## src/rtl/irq_pkg.sv

```systemverilog
package irq_pkg;
  localparam logic [1:0] REG_VEC  = 2'd0;
  localparam logic [1:0] REG_LINE = 2'd1;
  localparam logic [1:0] REG_STAT = 2'd2;
  localparam logic [1:0] REG_EN   = 2'd3;
endpackage

```

## src/rtl/irq_raster_gen.sv

```systemverilog
module irq_raster_gen #(
  parameter int unsigned LINE_W       = 8,
  parameter int unsigned FIXED_PERIOD = 52
) (
  input  logic              clk,
  input  logic              rst,
  input  logic              line_start,
  input  logic              frame_start,
  input  logic [LINE_W-1:0] line_cmp,
  output logic              raster_evt
);
  localparam int unsigned CNT_W = $clog2(FIXED_PERIOD);

  logic [LINE_W-1:0] line_num;
  logic [CNT_W-1:0]  fix_cnt;
  logic              fix_hit, prog_hit;

  assign fix_hit  = (fix_cnt == CNT_W'(FIXED_PERIOD - 1));
  assign prog_hit = (line_cmp != '0) && (line_num == line_cmp);

  always_ff @(posedge clk) begin
    if (rst) begin
      line_num   <= '0;
      fix_cnt    <= '0;
      raster_evt <= 1'b0;
    end else if (frame_start) begin
      line_num   <= '0;
      fix_cnt    <= '0;
      raster_evt <= 1'b0;
    end else if (line_start) begin
      line_num   <= line_num + 1'b1;
      fix_cnt    <= fix_hit ? '0 : fix_cnt + 1'b1;
      raster_evt <= fix_hit | prog_hit;
    end else begin
      raster_evt <= 1'b0;
    end
  end


  fix_range_chk: assert property (@(posedge clk) disable iff (rst)
    fix_cnt < CNT_W'(FIXED_PERIOD));
endmodule

```

## src/rtl/irq_ack_detect.sv

```systemverilog
module irq_ack_detect (
  input  logic clk,
  input  logic rst,
  input  logic iorq_n,
  input  logic m1_n,
  output logic ack_pulse
);
  logic both_low, both_low_q;

  assign both_low  = ~iorq_n & ~m1_n;
  assign ack_pulse = both_low & ~both_low_q;

  always_ff @(posedge clk) begin
    if (rst) both_low_q <= 1'b0;
    else     both_low_q <= both_low;
  end


  single_ack_chk: assert property (@(posedge clk) disable iff (rst)
    ack_pulse |=> !ack_pulse);
endmodule

```

## src/rtl/irq_prio_pick.sv

```systemverilog
module irq_prio_pick #(
  parameter int unsigned N = 4
) (
  input  logic         clk,
  input  logic         rst,
  input  logic [N-1:0] req,
  output logic [N-1:0] grant,
  output logic         any
);
  assign any = |req;

  for (genvar i = 0; i < N; i++) begin : g_pick
    if (i == N - 1) begin : g_top
      assign grant[i] = req[i];
    end else begin : g_low
      assign grant[i] = req[i] & ~(|req[N-1:i+1]);
    end
  end


  grant_onehot_chk: assert property (@(posedge clk) disable iff (rst)
    $onehot0(grant) && ((grant & ~req) == '0));

  grant_any_chk: assert property (@(posedge clk) disable iff (rst)
    any |-> $countones(grant) == 1);
endmodule

```

## src/rtl/irq_vector_ctrl.sv

```systemverilog
module irq_vector_ctrl
  import irq_pkg::*;
#(
  parameter int unsigned NUM_DMA      = 3,
  parameter int unsigned DATA_W       = 8,
  parameter int unsigned CODE_W       = 3,
  parameter int unsigned LINE_W       = 8,
  parameter int unsigned FIXED_PERIOD = 52
) (
  input  logic               clk,
  input  logic               rst,
  input  logic               reg_we,
  input  logic [1:0]         reg_addr,
  input  logic [DATA_W-1:0]  reg_wdata,
  output logic [DATA_W-1:0]  reg_rdata,
  input  logic [NUM_DMA-1:0] dma_req,
  input  logic               line_start,
  input  logic               frame_start,
  input  logic               iorq_n,
  input  logic               m1_n,
  output logic               int_req,
  output logic [DATA_W-1:0]  vec_out
);
  localparam int unsigned NUM_SRC = NUM_DMA + 1;
  localparam int unsigned HI_W    = DATA_W - 1 - CODE_W;

  function automatic logic [CODE_W-1:0] src_code(input int unsigned idx);
    if (idx == NUM_DMA) return CODE_W'(NUM_DMA);
    return CODE_W'(NUM_DMA - 1 - idx);
  endfunction

  logic [NUM_SRC-1:0] pending, enable, serv_log;
  logic [NUM_SRC-1:0] set_vec, grant, serviced, clr_sw, clr_ack, pend_nxt, en_nxt;
  logic [HI_W-1:0]    vec_hi;
  logic               vec_mode;
  logic [LINE_W-1:0]  line_cmp;
  logic [CODE_W-1:0]  code_sel;
  logic               raster_evt, ack_pulse, any_req;
  logic               wr_vec, wr_line, wr_stat, wr_en;

  irq_raster_gen #(.LINE_W(LINE_W), .FIXED_PERIOD(FIXED_PERIOD)) u_raster (
    .clk(clk), .rst(rst), .line_start(line_start), .frame_start(frame_start),
    .line_cmp(line_cmp), .raster_evt(raster_evt));

  irq_ack_detect u_ack (
    .clk(clk), .rst(rst), .iorq_n(iorq_n), .m1_n(m1_n), .ack_pulse(ack_pulse));

  irq_prio_pick #(.N(NUM_SRC)) u_pick (
    .clk(clk), .rst(rst), .req(pending & enable), .grant(grant), .any(any_req));

  assign set_vec  = {raster_evt, dma_req};
  assign serviced = any_req ? grant : NUM_SRC'(1);

  always_comb begin
    code_sel = '0;
    for (int i = 0; i < NUM_SRC; i++)
      if (serviced[i]) code_sel = code_sel | src_code(i);
  end

  assign wr_vec  = reg_we && (reg_addr == REG_VEC);
  assign wr_line = reg_we && (reg_addr == REG_LINE);
  assign wr_stat = reg_we && (reg_addr == REG_STAT);
  assign wr_en   = reg_we && (reg_addr == REG_EN);

  assign clr_sw   = wr_stat ? reg_wdata[NUM_SRC-1:0] : '0;
  assign clr_ack  = (ack_pulse && !vec_mode) ? serviced : '0;
  assign pend_nxt = (pending & ~(clr_sw | clr_ack)) | set_vec;
  assign en_nxt   = wr_en ? reg_wdata[NUM_SRC-1:0] : enable;

  always_ff @(posedge clk) begin
    if (rst) begin
      pending   <= '0;
      enable    <= '1;
      serv_log  <= '0;
      vec_hi    <= '0;
      vec_mode  <= 1'b0;
      line_cmp  <= '0;
      vec_out   <= '0;
      int_req   <= 1'b0;
      reg_rdata <= '0;
    end else begin
      pending <= pend_nxt;
      enable  <= en_nxt;
      int_req <= |(pend_nxt & en_nxt);
      if (wr_vec) begin
        vec_hi   <= reg_wdata[DATA_W-1 -: HI_W];
        vec_mode <= reg_wdata[0];
      end
      if (wr_line) line_cmp <= reg_wdata[LINE_W-1:0];
      if (ack_pulse) begin
        vec_out  <= {vec_hi, code_sel, 1'b0};
        serv_log <= serviced;
      end
      case (reg_addr)
        REG_VEC:  reg_rdata <= {vec_hi, CODE_W'(0), vec_mode};
        REG_LINE: reg_rdata <= DATA_W'(line_cmp);
        REG_STAT: reg_rdata <= DATA_W'({serv_log, pending});
        default:  reg_rdata <= DATA_W'(enable);
      endcase
    end
  end


  autoclr_chk: assert property (@(posedge clk) disable iff (rst)
    (ack_pulse && !vec_mode && ((set_vec & serviced) == '0))
      |=> ((pending & $past(serviced)) == '0));

  manual_keep_chk: assert property (@(posedge clk) disable iff (rst)
    (ack_pulse && vec_mode && !wr_stat) |=> ((pending & $past(pending)) == $past(pending)));

  irq_level_chk: assert property (@(posedge clk) disable iff (rst)
    int_req == |(pending & enable));

  vec_hold_chk: assert property (@(posedge clk) disable iff (rst)
    !ack_pulse |=> $stable(vec_out));

  set_wins_chk: assert property (@(posedge clk) disable iff (rst)
    (set_vec != '0) |=> ((pending & $past(set_vec)) == $past(set_vec)));
endmodule

```

## config.mk

```make
export PLATFORM = sky130hd
export DESIGN_NAME = irq_vector_ctrl
export DESIGN_NICKNAME = d
export VERILOG_FILES = /design/src/rtl/irq_pkg.sv /design/src/rtl/irq_raster_gen.sv /design/src/rtl/irq_ack_detect.sv /design/src/rtl/irq_prio_pick.sv /design/src/rtl/irq_vector_ctrl.sv
export SDC_FILE = /design/constraint.sdc
export NUM_CORES = 1
export LEC_CHECK = 0
export BUFFER_PORTS_ARGS = -buffer_cell sky130_fd_sc_hd__buf_2
export CORE_ASPECT_RATIO = 2
export CORE_UTILIZATION = 54
export CTS_CLUSTER_DIAMETER = 120
export DETAILED_ROUTE_END_ITERATION = 10
export PLACE_DENSITY = 0.78
export SYNTH_ARGS = -nofsm -noshare
export SYNTH_HDL_FRONTEND = slang
export SYNTH_HIERARCHICAL = 1
export SYNTH_SLANG_ARGS = --single-unit
```

## constraint.sdc

```tcl
create_clock -name clk -period 2.05 [get_ports clk]
set_input_delay 0.205 -clock clk [delete_from_list [all_inputs] [get_ports clk]]
set_output_delay 0.205 -clock clk [all_outputs]
set_load 0.01 [all_outputs]
```

### Word level (Yosys, flattened, before mapping)

Cells that the tools add are included.
Widths: inputs -> output; s select.

| cells by class | value |
|---|---|
| reductions and logical operators | 15 |
| add/sub/neg operators | 2 |
| bitwise operators | 20 |
| mux-type cells | 12 |
| equality and inequality tests | 5 |

Operator list:

| operator | count |
|---|---|
| $pmux 8 s3 | 1 |
| $mux 4 | 4 |
| $and 4x4->4 | 3 |
| $mux 3 | 3 |
| $add 8x1->8 const B | 1 |
| $eq 8x8->1 | 1 |
| $or 4x4->4 | 2 |
| $reduce_bool 8->1 | 1 |
| $reduce_or 4->1 | 2 |
| $not 1->1 | 7 |
| $add 6x1->6 const B | 1 |
| $eq 6x6->1 const B | 1 |
| $logic_and 1x1->1 | 6 |
| $mux 6 | 1 |
| $reduce_or 3->1 | 2 |
| $and 1x1->1 | 5 |
| $eq 2x2->1 const B | 2 |
| $not 4->4 | 1 |
| $reduce_or 2->1 | 2 |
| $or 2x3->3 | 1 |
| $eq 2x1->1 const B | 1 |
| $logic_not 2->1 | 1 |
| $mux 1 | 2 |
| $mux 2 | 1 |
| 2 further kinds | 2 |

| word-level totals | value |
|---|---|
| output and inout port bits | 17 |
| register bits after elaboration | 57 |

### Logic depth before layout (Yosys ltp)

| logic depth | value |
|---|---|
| depth after elaboration | 12 |
| depth in mapped cells | 7 |

### Hierarchy

Netlist, hierarchy kept.

By module, submodules not included:

| module | times used | cells each | seq. area each (um2) | area an instance (um2) |
|---|---|---|---|---|
| irq_vector_ctrl | 1 | 177 | 800.8 | 1,706.6 |
| irq_raster_gen | 1 | 81 | 300.3 | 728.2 |
| irq_prio_pick | 1 | 5 | 0.0 | 37.5 |
| irq_ack_detect | 1 | 3 | 20.0 | 30.0 |

### Least setup slack after synthesis

OpenSTA, ideal clock, no wires.

| path | value |
|---|---|
| path type | reg-to-reg |
| from | register enable[1] |
| to | register int_req |
| arrival | 1.712 ns |
| stages on the path, launching flop included | 8 |
| slack | 0.264 ns |
| setup time | 0.074 ns |
| required time | 1.976 ns |
| path through | dfxtp_1 -> and2_1 -> or4_1 -> clkbuf_2 -> nand4b_1 -> a31oi_1 -> or2_2 -> a31oi_1 |

| between the ends | value |
|---|---|
| elaborated cells between the ends (all ways) | 15 |

RTL lines:

| what | line | source |
|---|---|---|
| from (decl) | irq_vector_ctrl.sv:32 | `logic [NUM_SRC-1:0] pending, enable, serv_log;` |
| from (signal assigned) | irq_vector_ctrl.sv:83 | `enable <= en_nxt;` |
| $and 4x4->4 | irq_vector_ctrl.sv:49 | `.clk(clk), .rst(rst), .req(pending & enable), .grant(grant), .any(any_req));` |
| $reduce_or 4->1 | irq_prio_pick.sv:10 | `assign any = \|req;` |
| via any_req | irq_vector_ctrl.sv:38 | `logic raster_evt, ack_pulse, any_req;` |
| $mux 4 | irq_vector_ctrl.sv:52 | `assign serviced = any_req ? grant : NUM_SRC'(1);` |
| $mux 4 | irq_vector_ctrl.sv:66 | `assign clr_ack = (ack_pulse && !vec_mode) ? serviced : '0;` |
| $or 4x4->4 | irq_vector_ctrl.sv:67 | `assign pend_nxt = (pending & ~(clr_sw \| clr_ack)) \| set_vec;` |
| $not 4->4 | irq_vector_ctrl.sv:67 |  |
| $and 4x4->4 | irq_vector_ctrl.sv:67 |  |
| $or 4x4->4 | irq_vector_ctrl.sv:67 |  |
| $and 4x4->4 | irq_vector_ctrl.sv:84 | `int_req <= \|(pend_nxt & en_nxt);` |
| $reduce_or 4->1 | irq_vector_ctrl.sv:84 |  |
| to (signal assigned) | irq_vector_ctrl.sv:84 |  |
| to (decl) | irq_vector_ctrl.sv:21 | `output logic int_req,` |

The timed path passes the listed nets, and every way through them passes these cells.
A chain may end at the register's enable or synchronous reset.

### Worst setup path in the final report

Ends and elaborated chain as after synthesis.

==> impl_metrics.py <==
metrics = {
    "global_route": {
        "grt_pass1_wl_um": 8666,
        "grt_max_degree": 41,
        "grt_antenna_before_repair": 0,
        "overflow": 0,
        "grt_pass1_vias": 1871,
        "globalRouteTotalUtil_pct": 22.68,
    },
    "setup_path": {
        "path_cells": "and2_1 > or4_4 > nand4b_1 > a31oi_1 > or2_2 > a31oi_1",
        "crit_path_frequent_cell": "a31oi_1",
        "slowest_stage": "or4_4",
        "critPathMaxFanout": 8,
        "crit_type": "register to register",
        "critPathLaunchType": "register",
        "crit_family": "simple AND/OR/NAND/NOR gates",
        "critPathMaxStageDelay_ns": 0.59,
        "worstPathRequired_ns": 2.28,
        "cp_num_buf_inv": 0,
        "end_kind": "register",
        "crit_arrival_ns": 2.07,
    },
    "floorplanning": {
        "die_x_um": 50.14,
        "start_util_pct": 57.11,
        "pin_count": 37,
        "die_area_um2": 4927,
        "die_h_um": 98.27,
        "core-area_um2": 4382,
        "rows": 34,
    },
    "power": {
        "power_density_nw_per_um2": 713.3,
        "power_uw": 1973,
        "vdd_ir_drop_max_uv": 638.6,
        "power_leakage_uw": 0.001117,
    },
    "drt": {
        "drt_wl_total_um": 5105,
        "dr.first_iter.drc_count": 38,
        "post_drt_wl_per_cell_um": 14.59,
        "dr.pass1.iters": 4,
        "post-route-drc-count": 0,
        "drtAntennaViolNets": 0,
        "via_per_inst": 5.551,
        "vias": 1943,
    },
    "timing": {
        "setup_violations": 0,
        "rsz0062_at_grt": "false",
        "finalHoldViolations": 0,
        "hold_slack_ns": 0.08448,
        "period_needed_ns": 1.843,
        "skew_ns": 0.01479,
        "drv_slew": 0,
        "max_slew.worst_pin.slew_ns": 0.5286,
        "fin_crit_sh_pct": 89.92,
        "slew_headroom_pct": 64.57,
        "clock.fmax_mhz": 542.5,
        "setup-tns-final_ns": 0,
    },
    "clock_tree": {
        "cts_root_buffer": "clkbuf_8",
        "clock_latency_ns": 0.31,
        "numClockSinks": 56,
        "clock_path_buffers": 2,
        "cts_setup_buffers": 0,
        "tritoncts": "built",
        "clk_pin_slew_ns": 0.10,
        "postCtsHoldBufs": 0,
        "htree_levels": 2,
        "numCtsBuffers": 5,
        "cts_resized": 0,
    },
    "yosys": {
        "synth_area_per_cell_um2": 9.408,
        "synth_edf_count": 0,
        "yosys_warnings": 6,
        "synth_top_family_by_area": "simple AND/OR/NAND/NOR gates",
        "yosys.area_share.adder_pct": 1.000,
        "yosysSeqAreaShare_pct": 44.80,
        "syn_inst": 266,
        "synth_area_leaders": "dfxtp_1 (45%), mux2i_1 (8.8%), nor2_1 (6.6%), xnor2_1 (3.9%), a21oi_1 (3.0%)",
        "yosysTopAreaCell": "dfxtp_1",
        "synth-compound-area-share_pct": 8.050,
        "ys_ff_latch": 56,
        "syn_area_um2": 2502,
        "synthMuxAreaShare_pct": 11.80,
        "yosys.area.top_type_share_pct": 44.80,
        "ys_types": 47,
        "synth.most_common_cell": "dfxtp_1",
        "ys.flop_type": "dfxtp_1",
        "synthArstFlopShare_pct": 0,
        "synth_common_cells": "dfxtp_1 (56), nor2_1 (44), mux2i_1 (22), a21oi_1 (15)",
        "synthSimpleGateAreaFrac_pct": 23.65,
        "synth_xor_area_share_pct": 6.300,
    },
    "finish": {
        "finish.utilization_pct": 63.14,
        "fin_nets": 317,
        "diodes": 0,
        "drive_gt1_share_pct": 18.58,
        "syn2layout_area_growth_pct": 10.55,
    },
    "place": {
        "portBuffers": 34,
        "hpwlAfterDp_um": 3856,
        "gp_congestion": 0.8915,
    },
    "status": {
        "status": "completed",
    },
    "worst_hold_path": {
        "min_path_type": "primary input to register",
    },
    "flow_run": {
        "cap_violations": 0,
    },
}
-- cell families after synthesis --
| family | Yosys count |
|---|---|
| other cells | 1 |
| xor+xnor | 18 |
| buf+inv | 18 |
| compound gates | 32 |
| fa+ha+maj | 2 |
| mux | 27 |
| flops | 56 |
| simple gates | 112 |
-- cell usage in the layout (no fill, tap or decap), types with 2 or more instances in the layout --
cell / n
mux2i_1: 22
nand3_1: 9
or4_1: 2
a31oi_1: 4
o21ai_0: 2
nand2_1: 11
inv_1: 2
buf_2: 34
xor2_1: 7
a22oi_1: 3
mux2_1: 3
and2_1: 4
nand4_1: 6
nand4b_1: 6
nor2b_1: 3
a21oi_1: 15
dfxtp_1: 56
or3_1: 2
conb_1: 2
nand2b_1: 8
or2_2: 2
nor3b_1: 2
ha_1: 2
o211ai_1: 2
buf_4: 3
nor3_1: 3
clkbuf_8: 5
nor2_1: 44
xnor2_1: 11
-- worst reg2reg max path: cells and delay by family (launching register included) --
family,cells,cell delay (ns)
DFF,1,0.33
AOI/OAI and AO/OA,2,0.25
and+or+nand+nor,4,1.19
-- where the power goes --
group / switching, uW / internal, uW / total [uW]
Sequential: 22.7 / 1120 / 1140
Combinational: 128 / 99.7 / 227
Clock: 359 / 243 / 602
Total: 509 / 1460 / 1970
-- worst paths after layout --
path,from,endpoint,slack [ns],cells past startpoint
setup / recovery,enable[1]$_SDFF_PP1_,int_req$_SDFF_PP0_,0.21,6
hold / removal,iorq_n,u_ack/both_low_q$_SDFF_PP0_,0.08,2
setup reg to reg,enable[1]$_SDFF_PP1_,int_req$_SDFF_PP0_,0.21,6
hold reg to reg,u_raster/raster_evt$_SDFF_PP0_,pending[3]$_SDFF_PP0_,0.48,2
-- stage by stage --
step	worst slack [ns]	instance area [um2]	std cells
floorplan	0.2641	2506	267
global placement	0.1635	2673	342
detailed placement	0.1435	2673	342
CTS	0.1009	2763	350
global route	0.1090	2766	350
finish	0.2066	2766	350
-- sequential cells by signal (all words and copies together), names as in the netlist, 6 cells and up --
signal and flops:
reg_rdata 8, vec_out 6, line_cmp 8, u_raster/line_num 8
u_raster/fix_cnt 6
-- layout make-up --
| class | count | area [um2] |
|---|---|---|
| clock buffers | 5 | 68.82 |
| clock inverters | 3 | 21.27 |
| fillers | 410 | 1615 |
| inverters | 2 | 7.507 |
| multi-input cells | 193 | 1287 |
| flip-flops and latches | 56 | 1121 |
| well taps | 54 | 67.56 |
| repair buffers | 37 | 192.7 |
-- metal layers --
metal / part of all wire [%] / GRT usage [%] / wire length [um] / up-vias
li1: - / - / - / 975
met1: 40 / 25.44 / 2023 / 913
met2: 54 / 40.72 / 2780 / 43
met3: 3.1 / 3.427 / 159 / 12
met4: 2.8 / 9.451 / 142 / 0
met5: 0 / 0 / 0 / -
Note: power is estimated with default switching activity, not from simulation.
